### config.mk
export PLATFORM = sky130hd
export DESIGN_NAME = lane_evt_counter
export DESIGN_NICKNAME = d
export VERILOG_FILES = /design/src/rtl/lec_pkg.sv /design/src/rtl/lec_ctrl_regs.sv /design/src/rtl/lec_event_mux.sv /design/src/rtl/lec_count.sv /design/src/rtl/lane_evt_counter.sv
export SDC_FILE = /design/constraint.sdc
export NUM_CORES = 1
export LEC_CHECK = 0
export ABC_AREA = 1
export CORE_MARGIN = 1.5
export CORE_UTILIZATION = 58
export DETAILED_ROUTE_END_ITERATION = 12
export DONT_BUFFER_PORTS = 1
export PLACE_DENSITY = 0.79
export SYNTH_ARGS = -nofsm -noshare
export SYNTH_HDL_FRONTEND = slang
export SYNTH_SLANG_ARGS = --single-unit
### constraint.sdc
create_clock -name clk_i -period 1.65 [get_ports clk_i]
set_clock_uncertainty 0.15 [all_clocks]
set_input_delay 0.2475 -clock clk_i [delete_from_list [all_inputs] [get_ports clk_i]]
set_output_delay 0.2475 -clock clk_i [all_outputs]
set_load 0.1 [all_outputs]
### src/rtl/lec_pkg.sv
package lec_pkg;

    localparam int REG_W         = 32;
    localparam int CTRL_OFFSET   = 'h08;
    localparam int DATA_OFFSET   = 'h0C;

    localparam int GRP_LSB       = 24;
    localparam int EVT_LSB       = 16;
    localparam int LANE_LSB      = 8;
    localparam int STATUS_BIT    = 7;
    localparam int ENA_LSB       = 2;
    localparam int CLR_LSB       = 0;

    localparam logic [2:0] ENA_CODE_ON  = 3'h3;
    localparam logic [2:0] ENA_CODE_OFF = 3'h1;
    localparam logic [1:0] CLR_CODE_GO  = 2'h1;

    typedef struct packed {
        logic [3:0] grp;
        logic [7:0] evt;
        logic [3:0] lane;
        logic       active;
    } sel_state_t;

    typedef struct packed {
        logic [3:0] grp;
        logic [7:0] evt;
        logic [3:0] lane;
        logic [2:0] ena_code;
        logic [1:0] clr_code;
    } ctrl_word_t;

    function automatic ctrl_word_t unpack_ctrl(input logic [REG_W-1:0] w);
        ctrl_word_t c;
        c.grp      = w[GRP_LSB +: 4];
        c.evt      = w[EVT_LSB +: 8];
        c.lane     = w[LANE_LSB +: 4];
        c.ena_code = w[ENA_LSB +: 3];
        c.clr_code = w[CLR_LSB +: 2];
        return c;
    endfunction

    function automatic logic [REG_W-1:0] pack_status(input sel_state_t s);
        logic [REG_W-1:0] w;
        w                 = '0;
        w[GRP_LSB +: 4]   = s.grp;
        w[EVT_LSB +: 8]   = s.evt;
        w[LANE_LSB +: 4]  = s.lane;
        w[STATUS_BIT]     = s.active;
        return w;
    endfunction

endpackage

### src/rtl/lec_ctrl_regs.sv
module lec_ctrl_regs
    import lec_pkg::*;
#(
    parameter int ADDR_W = 8
) (
    input  logic                clk_i,
    input  logic                rst_i,
    input  logic                wr_en_i,
    input  logic [ADDR_W-1:0]   wr_addr_i,
    input  logic [REG_W-1:0]    wr_data_i,
    output sel_state_t          state_o,
    output logic                clear_o
);

    localparam logic [ADDR_W-1:0] CTRL_ADDR = ADDR_W'(CTRL_OFFSET);

    ctrl_word_t  wr_word;
    logic        ctrl_hit;
    sel_state_t  state_q;

    always_comb begin
        wr_word  = unpack_ctrl(wr_data_i);
        ctrl_hit = wr_en_i && (wr_addr_i == CTRL_ADDR);
    end

    always_ff @(posedge clk_i) begin
        if (rst_i) begin
            state_q <= '0;
        end else if (ctrl_hit) begin
            state_q.grp  <= wr_word.grp;
            state_q.evt  <= wr_word.evt;
            state_q.lane <= wr_word.lane;
            if (wr_word.ena_code == ENA_CODE_ON) begin
                state_q.active <= 1'b1;
            end else if (wr_word.ena_code == ENA_CODE_OFF) begin
                state_q.active <= 1'b0;
            end
        end
    end

    assign state_o = state_q;
    assign clear_o = ctrl_hit && (wr_word.clr_code == CLR_CODE_GO);

endmodule

### src/rtl/lec_event_mux.sv
module lec_event_mux
    import lec_pkg::*;
#(
    parameter int NUM_GROUPS       = 2,
    parameter int EVENTS_PER_GROUP = 4,
    parameter int NUM_LANES        = 4
) (
    input  logic [NUM_GROUPS*EVENTS_PER_GROUP*NUM_LANES-1:0] evt_i,
    input  sel_state_t                                        state_i,
    output logic                                              hit_o
);

    localparam int GRP_SPAN = EVENTS_PER_GROUP * NUM_LANES;
    localparam int IDX_W    = (GRP_SPAN > 1) ? $clog2(GRP_SPAN) : 1;

    logic             in_range;
    logic [IDX_W-1:0] local_idx;
    logic [NUM_GROUPS-1:0] grp_hit;

    always_comb begin
        in_range  = (int'(state_i.evt) < EVENTS_PER_GROUP) &&
                    (int'(state_i.lane) < NUM_LANES);
        local_idx = IDX_W'(int'(state_i.evt) * NUM_LANES + int'(state_i.lane));
    end

    for (genvar g = 0; g < NUM_GROUPS; g++) begin : g_group
        logic [GRP_SPAN-1:0] slice;
        assign slice = evt_i[g*GRP_SPAN +: GRP_SPAN];
        always_comb begin
            grp_hit[g] = 1'b0;
            if (in_range && (int'(state_i.grp) == g)) begin
                grp_hit[g] = slice[local_idx];
            end
        end
    end

    assign hit_o = |grp_hit;

endmodule

### src/rtl/lec_count.sv
module lec_count #(
    parameter int CNT_W = 32
) (
    input  logic             clk_i,
    input  logic             rst_i,
    input  logic             clear_i,
    input  logic             active_i,
    input  logic             hit_i,
    output logic [CNT_W-1:0] count_o
);

    logic [CNT_W-1:0] count_q;

    always_ff @(posedge clk_i) begin
        if (rst_i || clear_i) begin
            count_q <= '0;
        end else if (active_i && hit_i) begin
            count_q <= count_q + CNT_W'(1);
        end
    end

    assign count_o = count_q;

endmodule

### src/rtl/lane_evt_counter.sv
module lane_evt_counter
    import lec_pkg::*;
#(
    parameter int NUM_GROUPS       = 2,
    parameter int EVENTS_PER_GROUP = 4,
    parameter int NUM_LANES        = 4,
    parameter int ADDR_W           = 8
) (
    input  logic                                              clk_i,
    input  logic                                              rst_i,
    input  logic [NUM_GROUPS*EVENTS_PER_GROUP*NUM_LANES-1:0]  evt_i,
    input  logic                                              wr_en_i,
    input  logic [ADDR_W-1:0]                                 wr_addr_i,
    input  logic [31:0]                                       wr_data_i,
    input  logic [ADDR_W-1:0]                                 rd_addr_i,
    output logic [31:0]                                       rd_data_o
);

    localparam logic [ADDR_W-1:0] CTRL_ADDR = ADDR_W'(CTRL_OFFSET);
    localparam logic [ADDR_W-1:0] DATA_ADDR = ADDR_W'(DATA_OFFSET);

    sel_state_t        sel_state;
    logic              clear_req;
    logic              evt_hit;
    logic [REG_W-1:0]  count_val;

    lec_ctrl_regs #(.ADDR_W(ADDR_W)) ctrl_i (
        .clk_i     (clk_i),
        .rst_i     (rst_i),
        .wr_en_i   (wr_en_i),
        .wr_addr_i (wr_addr_i),
        .wr_data_i (wr_data_i),
        .state_o   (sel_state),
        .clear_o   (clear_req)
    );

    lec_event_mux #(
        .NUM_GROUPS       (NUM_GROUPS),
        .EVENTS_PER_GROUP (EVENTS_PER_GROUP),
        .NUM_LANES        (NUM_LANES)
    ) mux_i (
        .evt_i   (evt_i),
        .state_i (sel_state),
        .hit_o   (evt_hit)
    );

    lec_count #(.CNT_W(REG_W)) cnt_i (
        .clk_i    (clk_i),
        .rst_i    (rst_i),
        .clear_i  (clear_req),
        .active_i (sel_state.active),
        .hit_i    (evt_hit),
        .count_o  (count_val)
    );

    always_comb begin
        if (rd_addr_i == CTRL_ADDR) begin
            rd_data_o = pack_status(sel_state);
        end else if (rd_addr_i == DATA_ADDR) begin
            rd_data_o = count_val;
        end else begin
            rd_data_o = '0;
        end
    end

endmodule

==> PnR_summary.wiki, run 1 <==
{| class="wikitable"
! Metric !! Value
|-
| Outcome || stopped before the end
|-
| Fail Step || 4_1_cts
|-
| First error message || [ERROR DPL-0038] Utilization greater than 100%, impossible to legalize
|-
| Port Buffers || 0
|-
| Average cell area after synthesis || ~6.0 um2
|-
| Most used flip-flop cell after synthesis || sky130_fd_sc_hd__dfxtp_1
|-
| # H-tree levels || 2
|-
| Area contributors post-synth || sky130_fd_sc_hd__dfxtp_1 (30%), sky130_fd_sc_hd__nand2_1 (13%), sky130_fd_sc_hd__nand3_1 (11%)
|-
| Chip height || 78.7 um
|-
| Detail Placement HPWL || approximately 8400 um
|-
| Die X || 78.7 um
|-
| Register area share after synthesis || approximately 30%
|-
| Yosys cell types || 25
|-
| Synth Area in Simple Gates || about two fifths
|-
| Share of the synthesized area in compound gates (AO/OA/AOI/OAI) || between 10% and 20%
|-
| Post-synthesis sequential element count || 49
|-
| Most frequent cells after synthesis || sky130_fd_sc_hd__nand2_1 (111), sky130_fd_sc_hd__inv_1 (98), sky130_fd_sc_hd__nor2_1 (96)
|-
| Top-count cell post-synth || sky130_fd_sc_hd__nand2_1
|-
| Buffer depth of the longest clock path || 2
|-
| Netlist area before placement || about 0.0033 mm2
|-
| Main combinational cell family by area after synthesis || simple AND/OR/NAND/NOR gates
|-
| Final RePlAce weighted congestion || a little over 0.9
|-
| Total CTS buffers || 5
|-
| Number of enable flip-flop cells after synthesis || 0
|-
| Top cell type by total area after synthesis || sky130_fd_sc_hd__dfxtp_1
|-
| Post-synthesis instance total || between 500 and 600
|-
| Initial Utilization || 60.3%
|-
| Synthesized Nets || between 600 and 700
|-
| Synth warn || 0
|-
| Clock sink total || 49
|-
| Post-CTS setup-driven buffer insertion count || 9
|-
| Multiplexer share of the synthesized area || 0%
|-
| Root Buffer || sky130_fd_sc_hd__clkbuf_8
|-
| PostCTS Resize Cnt || 66
|-
| Post-synth ARST share || 0%
|-
| Adder-Cell Fraction of Synth Area || less than 1%
|-
| Portion of synthesized cell area occupied by the leading cell type || roughly 30%
|-
| Parity-gate share of the synthesized area counting xor and xnor cells || 0%
|-
| Pre-CTS worst setup slack || -293 ps
|-
| CTS hold repair buffers || 18
|-
| Io pins || between 100 and 150
|-
| Core Rows || 27
|}
==> stage by stage <==
| stage | util, % | area [um2] | instances |
|---|---|---|---|
| 2_1_floorplan | - | 3770 | 558 |
| 3_3_place_gp | 88.8 | 4890 | 706 |
| 3_5_place_dp | 88.8 | 4890 | 706 |
==> kinds of logic after synthesis <==
family	Yosys count
flops	49
simple gates	317
buf+inv	123
compound gates	67
fa+ha+maj	2
==> run 2: changes to the inputs <==
--- a/config.mk
+++ b/config.mk
@@ -7,10 +7,10 @@
 export LEC_CHECK = 0
 export ABC_AREA = 1
 export CORE_MARGIN = 1.5
-export CORE_UTILIZATION = 58
+export CORE_UTILIZATION = 40
 export DETAILED_ROUTE_END_ITERATION = 12
 export DONT_BUFFER_PORTS = 1
-export PLACE_DENSITY = 0.79
+export PLACE_DENSITY_LB_ADDON = 0.15
 export SYNTH_ARGS = -nofsm -noshare
 export SYNTH_HDL_FRONTEND = slang
 export SYNTH_SLANG_ARGS = --single-unit
==> constraint.sdc (replaced) <==
create_clock -name clk_i -period 2.15 [get_ports clk_i]
set_clock_uncertainty 0.15 [all_clocks]
set_input_delay 0.3225 -clock clk_i [delete_from_list [all_inputs] [get_ports clk_i]]
set_output_delay 0.3225 -clock clk_i [all_outputs]
set_load 0.1 [all_outputs]
==> PnR_summary.wiki, run 2 <==
{| class="wikitable"
! Metric !! Value
|-
| Growth of design area from synthesis to finish || 39.3%
|-
| Tcrit/Tclk final || 97.2%
|-
| Post-synthesis sequential element count || 49
|-
| Root Buffer || sky130_fd_sc_hd__clkbuf_8
|-
| Netlist area before placement || between 0.003 and 0.004 mm2
|-
| Stage delay of the slowest cell on the critical path || between 500 and 600 ps
|-
| Core Rows || 33
|-
| # H-tree levels || 2
|-
| Number of cells on the critical path || 3
|-
| Clk_lat worst skew || ~300 ps
|-
| Static Leakage || roughly 1.7 nW
|-
| Portion of synthesized cell area occupied by the leading cell type || between 20% and 30%
|-
| Layout fillers || 739
|-
| Most frequent cells after synthesis || sky130_fd_sc_hd__nand2_1 (111), sky130_fd_sc_hd__inv_1 (98), sky130_fd_sc_hd__nor2_1 (96)
|-
| Unrepaired setup endpoints after global routing || false
|-
| Synth warn || 0
|-
| Layout Nets || between 600 and 700
|-
| Max Cap Viol || 0
|-
| Die X || about 94 um
|-
| Kind of critical path || register to output port
|-
| Nature of the critical path endpoint || output port
|-
| Average cell area after synthesis || about 6 um2
|-
| Post-detailed-route via-to-cell ratio || 5.10
|-
| Die area || between 0.008 and 0.009 mm2
|-
| Final setup violation count || 0
|-
| Largest fanout on the critical path || 8
|-
| Clock sink total || just under 50
|-
| Io pins || 115
|-
| Placeable core region || approximately 0.0081 mm2
|-
| Maximum number of pins on one net before global-route repair || 41
|-
| Power per standard cell area || approximately 340 mW/mm2
|-
| Pins Over Slew Limit || 0
|-
| Worst hold path depth || 2
|-
| Worst path required time || between 1500 and 2000 ps
|-
| Overall fraction of global-route tracks in use || 20.4%
|-
| Worst IR Drop VDD || roughly 0.26 mV
|-
| Transition at the pin with the smallest max-transition slack || about 600 ps
|-
| Post-CTS setup-driven buffer insertion count || 0
|-
| Time the final worst path needs with I/O delays and setup || roughly 2100 ps
|-
| CP max stage cell || sky130_fd_sc_hd__dfxtp_1
|-
| Most used flip-flop cell after synthesis || sky130_fd_sc_hd__dfxtp_1
|-
| Outcome || finished clean
|-
| Most common cell after layout, fill and taps aside || sky130_fd_sc_hd__nand2_1
|-
| Kind of cell adding the most delay to the critical path || flip-flops
|-
| Class of the tightest hold or removal check || input port to register
|-
| Synthesized Nets || 643
|-
| Startpoint types || register
|-
| Top-count cell post-synth || sky130_fd_sc_hd__nand2_1
|-
| Vias after detailed routing || between 3000 and 4000
|-
| Number of nets still failing antenna checks after routing || 0
|-
| Worst hold slack || between 5 and 6 ps
|-
| Detail Placement HPWL || 6550 um
|-
| Most frequent cells in the layout || sky130_fd_sc_hd__nand2_1 (110), sky130_fd_sc_hd__inv_1 (98), sky130_fd_sc_hd__nor2_1 (80), sky130_fd_sc_hd__nand3_1 (76), sky130_fd_sc_hd__dfxtp_1 (49)
|-
| Fraction of final layout cells sized beyond drive strength 1 || 16.4%
|-
| Post-route core utilization || approximately 57%
|-
| TritonCTS clock tree || done
|-
| Crit path arrival time || between 1500 and 2000 ps
|-
| Post-Layout Cell Count || between 600 and 700
|-
| Clock-pin slew on the worst setup and hold paths || approximately 90 ps
|-
| Maximum achievable frequency || 479 MHz
|-
| Number of antenna violations at the first check in global routing || 0
|-
| First-pass GRT wire length || between 10000 and 15000 um
|-
| Post-synth ARST share || 0%
|-
| Routed wirelength normalized by instance count || roughly 12 um
|-
| Routed Wire Length || about 8700 um
|-
| Buffer depth of the longest clock path || 2
|-
| Post-route DRC || 0
|-
| Initial Utilization || just over 40%
|-
| Chip height || around 94 um
|-
| Top cell type by total area after synthesis || sky130_fd_sc_hd__dfxtp_1
|-
| Ordered list of cells on the worst path || inv_1 > o22ai_4 > buf_12
|-
| Number of placed cells counting well taps || 685
|-
| Hold violation count in the final report || 0
|-
| Depth of the most critical reg-to-reg path || 11
|-
| Drt initial violations || approximately 200
|-
| Register area share after synthesis || between 20 and 30%
|-
| Port Buffers || 0
|-
| Post-synthesis instance total || approximately 560
|-
| Total CTS buffers || 5
|-
| Flip-flop count of the largest register, all copies and words added || 32
|-
| Number of search-and-repair iterations in the first detailed-routing pass || 4
|-
| Number of enable flip-flop cells after synthesis || 0
|-
| Max_slew headroom || 59.7%
|-
| Final RePlAce weighted congestion || between 0.8 and 0.9
|-
| Via count of the first global-routing pass || 3346
|-
| Yosys cell types || 25
|-
| Buffering stage count on the worst path with inverters included || 2
|-
| Total gr overflow || 0
|-
| Area contributors post-synth || sky130_fd_sc_hd__dfxtp_1 (30%), sky130_fd_sc_hd__nand2_1 (13%), sky130_fd_sc_hd__nand3_1 (11%)
|-
| Count of inserted antenna diode cells || 0
|-
| Sum of negative setup slack || 0 ps
|}
==> run 2: cell counts after synthesis <==
Identical to the previous run, type by type.
==> run 2: power by group <==
| part | switching [mW] | total (mW) | internal [mW] | leakage (nW) |
|---|---|---|---|---|
| clock | 0.295 | 0.551 | 0.256 | 0.0443 |
| combinational | 0.0759 | 0.126 | 0.0498 | 1.24 |
| sequential | 0.000600 | 0.908 | 0.907 | 0.394 |
==> run 2: area by class of cell <==
| class | instances | area (um2) | share of cell area (%) |
|---|---|---|---|
| repair buffers | 51 | 863 | 18.6 |
| clock buffers | 7 | 86.3 | 1.86 |
| flip-flops and latches | 49 | 981 | 21.2 |
| inverters | 100 | 378 | 8.16 |
| multi-input cells | 386 | 2190 | 47.3 |
| well taps | 105 | 131 | 2.84 |
==> run 2: kinds of logic after synthesis <==
| logic type | share of synthesized area, % |
|---|---|
| simple gates | 41.6 |
| compound gates | 12.0 |
| fa+ha+maj | 0.753 |
| buf+inv | 16.1 |
| flops | 29.5 |
==> run 2: stage by stage <==
stage	total power, mW	area, um2	setup WS (ps)
floorplan	1.03	3720	-556
detailed placement	1.03	4450	161
finish	1.58	4630	60.2
global placement	1.03	4450	200
CTS	1.59	4580	67.6
global route	1.65	4630	4.42
==> run 2: worst paths after layout <==
path	from	to	slack, ps
worst min-delay path	wr_data_i[25]	ctrl_i.state_o[14]$_SDFFE_PP0P_	5
worst min register to register	ctrl_i.state_o[15]$_SDFFE_PP0P_	ctrl_i.state_o[15]$_SDFFE_PP0P_	350
worst max register to register	ctrl_i.state_o[11]$_SDFFE_PP0P_	cnt_i.count_o[25]$_SDFFE_PP0P_	200
worst max-delay path	ctrl_i.state_o[0]$_SDFFE_PP0P_	rd_data_o[7]	60
==> run 2: per-layer routing <==
layer	global-route usage, %	share of wire [%]
met1	24.7	45
met2	37.4	50
met3	3.24	3.4
met4	4.60	0.92
met5	0	0
==> run 2: timing repair <==
action / in CTS / in global routing
gates resized for setup: 0 / 4
hold endpoints to repair: 17 / 1
hold buffers: 4 / 1
endpoints found under the setup margin: 0 / 5
==> run 2: worst reg2reg max path: stages, from the launching register on <==
cell	delay, ps
sky130_fd_sc_hd__dfxtp_1	320
sky130_fd_sc_hd__inv_1	110
sky130_fd_sc_hd__nand2_1	70
sky130_fd_sc_hd__nor2_1	80
sky130_fd_sc_hd__nand3_1	110
sky130_fd_sc_hd__nor3_1	300
sky130_fd_sc_hd__nand3_1	190
sky130_fd_sc_hd__nand2_4	160
sky130_fd_sc_hd__buf_12	170
sky130_fd_sc_hd__nand3_1	90
sky130_fd_sc_hd__nand2_1	70
sky130_fd_sc_hd__nor2_1	40
(Power assumes the default switching activity.)
==> run 3: changes to the inputs <==
--- a/config.mk
+++ b/config.mk
@@ -6,6 +6,7 @@
 export NUM_CORES = 1
 export LEC_CHECK = 0
 export ABC_AREA = 1
+export CORE_ASPECT_RATIO = 2
 export CORE_MARGIN = 1.5
 export CORE_UTILIZATION = 40
 export DETAILED_ROUTE_END_ITERATION = 12
==> PnR_summary.wiki, run 3 (synthesis gave the netlist of run 2 again) <==
{| class="wikitable"
! Metric !! Value
|-
| Outcome || finished clean
|-
| Stage delay of the slowest cell on the critical path || around 480 ps
|-
| Layout Nets || 677
|-
| Largest fanout on the critical path || 6
|-
| Maximum number of pins on one net before global-route repair || 34
|-
| Core Rows || 46
|-
| Port Buffers || 0
|-
| Transition at the pin with the smallest max-transition slack || ~610 ps
|-
| Kind of cell adding the most delay to the critical path || buffers and inverters
|-
| Most frequent cells in the layout || sky130_fd_sc_hd__nand2_1 (110), sky130_fd_sc_hd__inv_1 (98), sky130_fd_sc_hd__nor2_1 (80), sky130_fd_sc_hd__nand3_1 (76), sky130_fd_sc_hd__dfxtp_1 (47)
|-
| Sum of negative setup slack || 0 ps
|-
| Number of nets still failing antenna checks after routing || 0
|-
| Worst path required time || around 1700 ps
|-
| Nature of the critical path endpoint || output port
|-
| Fraction of final layout cells sized beyond drive strength 1 || 17.2%
|-
| Startpoint types || register
|-
| Post-Layout Cell Count || 688
|-
| Number of cells on the critical path || 4
|-
| Clock-pin slew on the worst setup and hold paths || around 60 ps
|-
| Flip-flop count of the largest register, all copies and words added || 32
|-
| Max_slew headroom || 59.5%
|-
| Vias after detailed routing || around 3600
|-
| Time the final worst path needs with I/O delays and setup || 1960 ps
|-
| Timing endpoint of the critical path || rd_data_o[7]
|-
| Pre-CTS worst setup slack || 106 ps
|-
| Growth of design area from synthesis to finish || 39.2%
|-
| Clk_lat worst skew || around 290 ps
|-
| Unrepaired setup endpoints after global routing || false
|-
| Worst IR Drop VDD || around 0.40 mV
|-
| Overall fraction of global-route tracks in use || between 20% and 30%
|-
| Worst hold path depth || 2
|-
| Most common cell after layout, fill and taps aside || sky130_fd_sc_hd__nand2_1
|-
| Final RePlAce weighted congestion || around 0.85
|-
| Die area || a little under 0.009 mm2
|-
| Post-route DRC || 0
|-
| Die X || roughly 67 um
|-
| Placeable core region || 0.00800 mm2
|-
| Chip height || between 100 and 150 um
|-
| Initial Utilization || about two fifths
|-
| Post-detailed-route via-to-cell ratio || around 5.2
|-
| Max Cap Viol || 0
|-
| Via count of the first global-routing pass || 3465
|-
| Root Buffer || sky130_fd_sc_hd__clkbuf_16
|-
| Maximum achievable frequency || slightly above 500 MHz
|-
| Power per standard cell area || a little under 400 mW/mm2
|-
| Tcrit/Tclk final || 91.1%
|-
| CP max stage cell || sky130_fd_sc_hd__dfxtp_1
|-
| Routed Wire Length || roughly 9100 um
|-
| Buffering stage count on the worst path with inverters included || 3
|-
| Number of placed cells counting well taps || just under 700
|-
| Io pins || between 100 and 150
|-
| Kind of critical path || register to output port
|-
| CP startpoint || ctrl_i.state_o[0]$_SDFFE_PP0P_
|-
| Design Area, Final || between 0.004 and 0.005 mm2
|-
| Number of antenna violations at the first check in global routing || 0
|-
| Setup slack, reg-to-reg || 210 ps
|-
| Total CTS buffers || 5
|-
| Number of search-and-repair iterations in the first detailed-routing pass || 5
|-
| Pins Over Slew Limit || 0
|-
| Depth of the most critical reg-to-reg path || 8
|-
| Class of the tightest hold or removal check || input port to register
|-
| Drt initial violations || 212
|-
| Static Leakage || ~1.7 nW
|-
| Routed wirelength normalized by instance count || between 10 and 15 um
|-
| TritonCTS clock tree || done
|-
| Final critical-path setup slack || roughly 190 ps
|-
| Clock sink total || just under 50
|-
| Final setup violation count || 0
|-
| Hold violation count in the final report || 0
|-
| First-pass GRT wire length || approximately 16000 um
|-
| Buffer depth of the longest clock path || 2
|-
| # H-tree levels || 2
|-
| Total placed instance area || roughly 0.0044 mm2
|-
| Crit path arrival time || ~1500 ps
|-
| Detail Placement HPWL || 7390 um
|-
| FF-to-FF Start || cnt_i.count_o[0]$_SDFFE_PP0P_
|-
| Total gr overflow || 0
|-
| Ordered list of cells on the worst path || inv_1 > buf_4 > o22ai_4 > buf_12
|-
| Count of inserted antenna diode cells || 0
|-
| Critical R2R Capture || cnt_i.count_o[26]$_SDFFE_PP0P_
|}
==> run 3: layout make-up <==
cell class,count,area [um2]
inverters,100,378
multi-input cells,386,2190
well taps,96,120
clock buffers,7,143
fillers,766,3370
flip-flops and latches,49,983
repair buffers,50,816
==> run 3: what timing repair did <==
| item | 4_1_cts | 5_1_grt |
|---|---|---|
| gates resized for setup | 0 | 6 |
| setup buffers | 0 | 2 |
| endpoints found under the hold margin | 17 | 0 |
| hold buffers | 1 | 0 |
| endpoints found under the setup margin | 0 | 29 |
==> run 3: layer usage <==
metal	routed length, um	up-vias	global-route usage [%]	part of all wire, %
met5	0	-	0	0
met4	422	0	12.5	4.6
met3	419	27	3.16	4.6
met2	5230	126	42.0	57
met1	3030	1592	22.0	33
li1	-	1865	-	-
==> run 3: worst min-delay path by stage <==
stage	slack [ps]	startpoint	endpoint
floorplan	310	wr_data_i[24]	ctrl_i.state_o[13]$_SDFFE_PP0P_
global placement	250	rst_i	ctrl_i.state_o[16]$_SDFFE_PP0P_
detailed placement	250	rst_i	ctrl_i.state_o[13]$_SDFFE_PP0P_
CTS	10	wr_data_i[27]	ctrl_i.state_o[16]$_SDFFE_PP0P_
global route	10	wr_data_i[24]	ctrl_i.state_o[13]$_SDFFE_PP0P_
finish	10	wr_data_i[24]	ctrl_i.state_o[13]$_SDFFE_PP0P_
==> run 3: report_power, final <==
part	internal, mW	switching, mW	total [mW]
combinational	0.0405	0.0703	0.111
sequential	0.908	0.000520	0.909
clock	0.458	0.336	0.794
total	1.41	0.407	1.81
==> run 3: metrics by stage <==
stage | total power, mW | hold WS, ps | util [%]
2_1_floorplan | 1.03 | 310 | -
6_report | 1.81 | 14.3 | 57.8
4_1_cts | 1.82 | 10.9 | 57.5
5_1_grt | 1.87 | 12.2 | 57.8
3_5_place_dp | 1.03 | 254 | 55.6
3_3_place_gp | 1.03 | 253 | 55.6
